## config.mk

```make
export PLATFORM = sky130hd
export DESIGN_NAME = aes_rx_status
export DESIGN_NICKNAME = d
export VERILOG_FILES = /design/src/rtl/aes_rx_pkg.sv /design/src/rtl/aes_rx_flags.sv /design/src/rtl/aes_rx_hold.sv /design/src/rtl/aes_rx_burst.sv /design/src/rtl/aes_rx_status.sv
export SDC_FILE = /design/constraint.sdc
export NUM_CORES = 1
export LEC_CHECK = 0
export BUFFER_PORTS_ARGS = -buffer_cell sky130_fd_sc_hd__buf_2
export CORE_MARGIN = 2
export CORE_UTILIZATION = 35
export CTS_BUF_LIST = sky130_fd_sc_hd__clkbuf_16
export CTS_CLUSTER_DIAMETER = 60
export DETAILED_ROUTE_END_ITERATION = 10
export SYNTH_ARGS = -nofsm -noshare
export SYNTH_HDL_FRONTEND = slang
export SYNTH_SLANG_ARGS = --single-unit
```

## constraint.sdc

```tcl
create_clock -name clk -period 5.6 [get_ports clk]
set_input_delay 0.84 -clock clk [delete_from_list [all_inputs] [get_ports clk]]
set_output_delay 0.84 -clock clk [all_outputs]
set_load 0.05 [all_outputs]
```

## src/rtl/aes_rx_pkg.sv

```systemverilog
package aes_rx_pkg;
  localparam int NFLAG = 5;
  localparam int F_PAR = 0;
  localparam int F_BIP = 1;
  localparam int F_CONF = 2;
  localparam int F_V = 3;
  localparam int F_UNLOCK = 4;

  typedef enum logic [1:0] {
    PRE_BLOCK = 2'd0,
    PRE_LEFT  = 2'd1,
    PRE_RIGHT = 2'd2
  } pre_t;

  typedef enum logic [1:0] {
    POL_LAST = 2'b00,
    POL_ZERO = 2'b01,
    POL_PASS = 2'b10,
    POL_RSVD = 2'b11
  } policy_t;

  localparam int SYNC_LEN = 6;

  function automatic logic [15:0] sync_word(input int idx);
    case (idx)
      4:       return 16'hF872;
      5:       return 16'h4E1F;
      default: return 16'h0000;
    endcase
  endfunction
endpackage

```

## src/rtl/aes_rx_flags.sv

```systemverilog
module aes_rx_flags
  import aes_rx_pkg::*;
#(
  parameter int DATA_W = 24
) (
  input  logic              clk,
  input  logic              rst,
  input  logic              sf_valid,
  input  logic [DATA_W-1:0] sf_audio,
  input  logic              sf_v,
  input  logic              sf_u,
  input  logic              sf_c,
  input  logic              sf_p,
  input  logic              sf_bip,
  input  logic              pll_unlock,
  input  logic [NFLAG-1:0]  err_en,
  output logic              sample_bad,
  output logic [NFLAG-1:0]  flags_q,
  output logic              err_pulse
);
  logic par_odd;
  logic [NFLAG-1:0] flags_d;

  always_comb begin
    par_odd = ^{sf_audio, sf_v, sf_u, sf_c, sf_p};
    sample_bad = par_odd | sf_bip;
    flags_d = flags_q;
    if (sf_valid) begin
      flags_d[F_PAR] = par_odd;
      flags_d[F_BIP] = sf_bip;
      flags_d[F_V]   = sf_v;
    end
    flags_d[F_UNLOCK] = pll_unlock;
    flags_d[F_CONF]   = flags_d[F_BIP] | pll_unlock;
  end

  always_ff @(posedge clk) begin
    if (rst) begin
      flags_q   <= '0;
      err_pulse <= 1'b0;
    end else begin
      flags_q   <= flags_d;
      err_pulse <= |(flags_d & ~flags_q & err_en);
    end
  end

  // per-subframe flags hold between strobes
  a_r1_par_holds: assert property (@(posedge clk) disable iff (rst)
    !sf_valid |=> $stable(flags_q[F_PAR]));
  a_r2_bip_holds: assert property (@(posedge clk) disable iff (rst)
    !sf_valid |=> $stable(flags_q[F_BIP]));
  // confidence is the OR of coding and unlock flags
  a_r4_conf_or: assert property (@(posedge clk) disable iff (rst)
    flags_q[F_CONF] == (flags_q[F_BIP] | flags_q[F_UNLOCK]));
  // a pulse always has an enabled flag that is high
  a_r5_pulse_cause: assert property (@(posedge clk) disable iff (rst)
    err_pulse |-> ((flags_q & err_en) != '0));
endmodule

```

## src/rtl/aes_rx_hold.sv

```systemverilog
module aes_rx_hold
  import aes_rx_pkg::*;
#(
  parameter int DATA_W = 24,
  parameter int NCHAN  = 2
) (
  input  logic                     clk,
  input  logic                     rst,
  input  logic                     sf_valid,
  input  logic [$clog2(NCHAN)-1:0] sf_chan,
  input  logic [DATA_W-1:0]        sf_audio,
  input  logic                     sample_bad,
  input  logic [1:0]               hold_mode,
  output logic                     out_valid,
  output logic [$clog2(NCHAN)-1:0] out_chan,
  output logic [DATA_W-1:0]        out_audio
);
  localparam int CW = $clog2(NCHAN);

  logic [DATA_W-1:0] keep_q [NCHAN];
  logic [DATA_W-1:0] pick;
  logic              bad_q;
  logic [1:0]        mode_q;

  always_comb begin
    pick = sf_audio;
    if (sample_bad) begin
      unique case (policy_t'(hold_mode))
        POL_LAST: pick = keep_q[sf_chan];
        POL_ZERO: pick = '0;
        default:  pick = sf_audio;
      endcase
    end
  end

  always_ff @(posedge clk) begin
    if (rst) begin
      for (int c = 0; c < NCHAN; c++) keep_q[c] <= '0;
      out_valid <= 1'b0;
      out_chan  <= '0;
      out_audio <= '0;
      bad_q     <= 1'b0;
      mode_q    <= 2'b00;
    end else begin
      out_valid <= sf_valid;
      if (sf_valid) begin
        out_chan  <= sf_chan;
        out_audio <= pick;
        bad_q     <= sample_bad;
        mode_q    <= hold_mode;
        for (int c = 0; c < NCHAN; c++)
          if (sf_chan == CW'(c) && !sample_bad) keep_q[c] <= sf_audio;
      end
    end
  end

  // one output strobe per input strobe, one cycle later
  a_r6_strobe: assert property (@(posedge clk) disable iff (rst)
    out_valid == $past(sf_valid));
  // zero policy on a damaged sample yields zero
  a_r8_zero: assert property (@(posedge clk) disable iff (rst)
    (out_valid && bad_q && mode_q == POL_ZERO) |-> out_audio == '0);
endmodule

```

## src/rtl/aes_rx_burst.sv

```systemverilog
module aes_rx_burst
  import aes_rx_pkg::*;
#(
  parameter int DATA_W         = 24,
  parameter int WORD_W         = 16,
  parameter int TIMEOUT_FRAMES = 4096
) (
  input  logic              clk,
  input  logic              rst,
  input  logic              sf_valid,
  input  logic              sf_right,
  input  logic [DATA_W-1:0] sf_audio,
  output logic              nonaudio
);
  localparam int IW    = $clog2(SYNC_LEN + 1);
  localparam int CNT_W = $clog2(TIMEOUT_FRAMES);
  localparam int ZERO_SLOT = 4;

  logic [WORD_W-1:0] word;
  logic [IW-1:0]     idx_q;
  logic [CNT_W-1:0]  cnt_q;
  logic              hit, complete, frame_tick;
  logic [WORD_W-1:0] want;

  always_comb begin
    word = sf_audio[DATA_W-1 -: WORD_W];
    want = sync_word(int'(idx_q));
    hit = (word == want);
    complete = sf_valid && hit && (idx_q == IW'(SYNC_LEN - 1));
    frame_tick = sf_valid && !sf_right;
  end

  always_ff @(posedge clk) begin
    if (rst) begin
      idx_q    <= '0;
      cnt_q    <= '0;
      nonaudio <= 1'b0;
    end else begin
      if (sf_valid) begin
        if (complete)              idx_q <= '0;
        else if (hit)              idx_q <= idx_q + 1'b1;
        else if (word == '0)       idx_q <= (idx_q == IW'(ZERO_SLOT)) ? IW'(ZERO_SLOT) : IW'(1);
        else                       idx_q <= '0;
      end
      if (complete) begin
        nonaudio <= 1'b1;
        cnt_q    <= '0;
      end else if (nonaudio && frame_tick) begin
        if (cnt_q == CNT_W'(TIMEOUT_FRAMES - 1)) begin
          nonaudio <= 1'b0;
          cnt_q    <= '0;
        end else begin
          cnt_q <= cnt_q + 1'b1;
        end
      end
    end
  end

  // search index stays inside the sequence
  a_r10_idx_range: assert property (@(posedge clk) disable iff (rst)
    idx_q < IW'(SYNC_LEN));
  a_r10_rise_on_strobe: assert property (@(posedge clk) disable iff (rst)
    $rose(nonaudio) |-> $past(sf_valid));
  // detection only drops on a left-channel strobe
  a_r11_fall_on_frame: assert property (@(posedge clk) disable iff (rst)
    $fell(nonaudio) |-> ($past(sf_valid) && !$past(sf_right)));
endmodule

```

## src/rtl/aes_rx_status.sv

```systemverilog
module aes_rx_status
  import aes_rx_pkg::*;
#(
  parameter int DATA_W         = 24,
  parameter int WORD_W         = 16,
  parameter int TIMEOUT_FRAMES = 4096
) (
  input  logic              clk,
  input  logic              rst,
  input  logic              sf_valid,
  input  logic [1:0]        sf_pre,
  input  logic [DATA_W-1:0] sf_audio,
  input  logic              sf_v,
  input  logic              sf_u,
  input  logic              sf_c,
  input  logic              sf_p,
  input  logic              sf_bip,
  input  logic              pll_unlock,
  input  logic [4:0]        err_en,
  input  logic [1:0]        hold_mode,
  output logic              flag_par,
  output logic              flag_bip,
  output logic              flag_conf,
  output logic              flag_v,
  output logic              flag_unlock,
  output logic              err_pulse,
  output logic              out_valid,
  output logic              out_chan,
  output logic [DATA_W-1:0] out_audio,
  output logic              nonaudio
);
  logic             is_right;
  logic             sample_bad;
  logic [NFLAG-1:0] flags;

  assign is_right = (sf_pre == PRE_RIGHT);

  aes_rx_flags #(.DATA_W(DATA_W)) u_flags (
    .clk(clk), .rst(rst), .sf_valid(sf_valid), .sf_audio(sf_audio),
    .sf_v(sf_v), .sf_u(sf_u), .sf_c(sf_c), .sf_p(sf_p), .sf_bip(sf_bip),
    .pll_unlock(pll_unlock), .err_en(err_en), .sample_bad(sample_bad),
    .flags_q(flags), .err_pulse(err_pulse)
  );

  aes_rx_hold #(.DATA_W(DATA_W), .NCHAN(2)) u_hold (
    .clk(clk), .rst(rst), .sf_valid(sf_valid), .sf_chan(is_right),
    .sf_audio(sf_audio), .sample_bad(sample_bad), .hold_mode(hold_mode),
    .out_valid(out_valid), .out_chan(out_chan), .out_audio(out_audio)
  );

  aes_rx_burst #(.DATA_W(DATA_W), .WORD_W(WORD_W), .TIMEOUT_FRAMES(TIMEOUT_FRAMES)) u_burst (
    .clk(clk), .rst(rst), .sf_valid(sf_valid), .sf_right(is_right),
    .sf_audio(sf_audio), .nonaudio(nonaudio)
  );

  assign flag_par    = flags[F_PAR];
  assign flag_bip    = flags[F_BIP];
  assign flag_conf   = flags[F_CONF];
  assign flag_v      = flags[F_V];
  assign flag_unlock = flags[F_UNLOCK];

  // unlock flag trails the input by one cycle
  a_r4_unlock_follow: assert property (@(posedge clk) disable iff (rst)
    flag_unlock == $past(pll_unlock));
  // validity flag only moves on a strobe
  a_r3_v_holds: assert property (@(posedge clk) disable iff (rst)
    !sf_valid |=> $stable(flag_v));
endmodule

```

==> impl_metrics.csv <==
group,metric,value,unit
setup_path,path_class,"primary input to flip-flop",
logic_synthesis,ys.flop_type,"edfxtp_1",
setup_path,reg2reg_to,"u_burst.cnt_q[0]",
detailed_routing,num_vias,4067,
detailed_routing,drt-wirelength-per-cell,17.28,um
detailed_routing,ant_nets,0,
sta,period_needed,3.983,ns
global_route,met3_usage,0.04105,
logic_synthesis,yosysTopAreaCellShare,0.2882,
sta,hold-worst-slack,0.4867,ns
cts,cts_tree,"yes",
setup_path,cp_slowest_cell,"xor3_2",
cts,numCtsBuffers,9,
sta,final.period_utilization,0.7113,
power,leakagePower,2.383,nW
final_layout,drive_gt1_frac,0.2093,
global_route,grt_pass1_vias,3954,
cts,clk_path_buf_depth,2,
setup_path,reg2reg_from,"u_burst.idx_q[1]",
cts,cts.htree.levels,3,
detailed_routing,detail_route.vias_per_cell,5.365,
setup_path,start_kind,"primary input",
setup_path,crit_arrival,3.96,ns
flow_run,maxCapViolations,0,
final_layout,n_antenna_cell,0,
floorplanning,fp.dieArea,15260,um^2
cts,cts_setup_buffers,0,
setup_path,endpoint_kind,"flip-flop",
setup_path,worst_r2r_path_depth,8,
place,gp_congestion,0.8319,
global_route,grt.met1_usage,0.2438,
detailed_routing,drt_first_pass_iters,5,
sta,fmax,251.1,MHz
global_route,antenna_found_initial,0,
setup_path,crit_fanout,51,
logic_synthesis,synth-seq-area-share,0.4804,
logic_synthesis,yosysUniqueCellTypes,44,
final_layout,syn_to_final_growth,15.19,%
logic_synthesis,synth_area_per_cell,9.636,um^2
power,ir_drop,0.0003570,V
floorplanning,die_y,123.5,um
sta,rsz0062_at_grt,"no",
floorplanning,initial_core_util,0.3589,
floorplanning,core_area,13930,um^2
logic_synthesis,synth_most_common_cell,"nand2_1",
sta,maxSlewViolCount,0,
logic_synthesis,synth_warnings,0,
detailed_routing,wirelength,13100,um
cts,clk_pin_slew,0.06,ns
floorplanning,row_count,43,
min_path,holdCritPathClass,"flip-flop to flip-flop",
logic_synthesis,synthCells,519,
global_route,busiest_layer,"met2",
min_path,min_delay_worst_endpoint,"u_hold.out_chan",
global_route,grt_max_degree,53,
logic_synthesis,synth_area_leader_cell,"edfxtp_1",
place,port_buffers,74,
min_path,whs_path_depth,2,
sta,setup_viol,0,
floorplanning,ios,75,
global_route,grt.overflow.total,0,
logic_synthesis,async_flop_share,0,
global_route,track_usage,0.1794,
logic_synthesis,synth_area,5001,um^2
setup_path,path_depth,9,
setup_path,crit_family,"XOR/XNOR gates",
cts,clk-insertion-delay-late,0.34,ns
global_route,grt_use_met2,0.2764,
power,power_density,376.6,nW/um^2
logic_synthesis,synthTopCellsByArea,"edfxtp_1 29%, dfxtp_1 19%, nand2_1 8.2%, a211oi_2 5.8%, o311a_1 4.6%",
logic_synthesis,syn_nets,573,
cts,cts-resized-gates,0,
final_layout,fillCellCount,1361,
setup_path,critPathBufInv,2,
sta,slew_headroom,0.2329,
logic_synthesis,synth-edff-count,48,
setup_path,critPathMaxStageDelay,0.84,ns
cts,cts_sinks,96,
final_layout,seqCellArea,2402,um^2
sta,hold_viol,0,
sta,finalClockSkew,0.004923,ns
outcome,status,"finished clean",
final_layout,multi_input_area,2338,um^2
logic_synthesis,synthTopCellsByCount,"109 x nand2_1, 50 x nor2_1, 48 x dfxtp_1, 48 x edfxtp_1, 31 x clkbuf_1",
detailed_routing,drcViolationCount,0,
place,hpwlAfterDp,8583,um
min_path,hold_start,"u_hold.out_chan",
setup_path,required,5.58,ns
sta,setup-tns-final,0,ns
logic_synthesis,ys_ff_latch,96,
sta,tightest_slew,1.151,ns
cts,hold_buffers,0,
cts,clock-root-buffer,"clkbuf_16",
setup_path,r2r_setup_slack,3.04,ns
detailed_routing,first_iter_violations,432,
floorplanning,die_w,123.5,um
global_route,grt_pass1_wl,20640,um
setup_path,cpMostUsedCell,"xnor2_1",
final_layout,finalNetCount,627,
setup_path,path_cells,"buf_2 > inv_1 > ha_1 > xnor2_1 > xnor2_1 > xnor3_1 > xor3_2 > nor2_1 > a31o_2",
[logic make-up (layout without fill, tap and decap cells)]
group / after synthesis / in the layout / synth area share
xor+xnor: 27 / 27 / 0.05329
compound gates: 92 / 92 / 0.1701
simple gates: 223 / 223 / 0.2037
mux: 5 / 5 / 0.01001
fa+ha+maj: 12 / 12 / 0.03002
buf+inv: 64 / 123 / 0.05254
flops: 96 / 96 / 0.4804
[per-layer routing]
layer,vias up,share of wire
met4,0,0.023
met5,-,0
met2,143,0.47
met3,26,0.062
li1,1941,-
met1,1957,0.45
[final cells by class]
type,instances,share of cell area
clock buffers,9,0.03910
clock inverters,7,0.009774
inverters,28,0.01825
multi-input cells,359,0.4060
flip-flops and latches,96,0.4170
well taps,180,0.03910
repair buffers,79,0.07081
[power breakdown]
part | leakage (nW) | internal, mW | total, mW | switching [mW]
clock | 0.153 | 0.339 | 0.598 | 0.259
combinational | 1.37 | 0.184 | 0.678 | 0.494
sequential | 0.859 | 0.858 | 0.893 | 0.0341
[through the flow]
stage	instances	cell area, um^2	utilization	power [mW]	setup slack, ns
final	758	5761	0.4134	2.169	1.617
after global routing	758	5761	0.4134	2.271	1.385
after CTS	758	5761	0.4134	2.182	1.620
after detailed placement	742	5479	0.3932	1.580	1.256
after global placement	742	5479	0.3932	1.565	1.352
after floorplan	519	5001	-	1.466	2.034
[registers in the layout, indices dropped and copies added (netlist names)]
register	flops
u_hold.keep_q	48
u_hold.out_audio	24
u_burst.cnt_q	12
u_flags.flags_q	5
u_burst.idx_q	3
u_burst.nonaudio	1
u_flags.err_pulse	1
u_hold.out_chan	1
u_hold.out_valid	1
[worst min-delay path, cell delays in order (launching register included)]
cell,delay [ns]
dfxtp_1,0.32
mux2i_1,0.06
nor2_1,0.07
[worst max path at each step]
| stage | to | from |
|---|---|---|
| finish | u_hold.keep_q[0][4] | sf_audio[16] |
| global route | u_hold.keep_q[0][1] | sf_audio[16] |
| CTS | u_hold.keep_q[0][13] | sf_audio[16] |
| detailed placement | u_hold.keep_q[0][18] | sf_audio[16] |
| global placement | u_hold.keep_q[1][18] | sf_audio[20] |
| floorplan | u_hold.keep_q[0][0] | sf_audio[16] |
[placed cells by master, fill, tap and decap left out, drive strengths merged, types with 4 or more instances in the layout]
cell type / n
o311a: 23
mux2i: 5
edfxtp: 48
nand3: 6
o211ai: 26
nand2b: 4
and2: 24
xor2: 8
nor2: 50
nand4: 9
a211oi: 23
buf: 79
xnor2: 17
a21oi: 4
dfxtp: 48
ha: 12
clkbuf: 9
nand2: 109
inv: 31
Power figures use the tool's default switching activity.
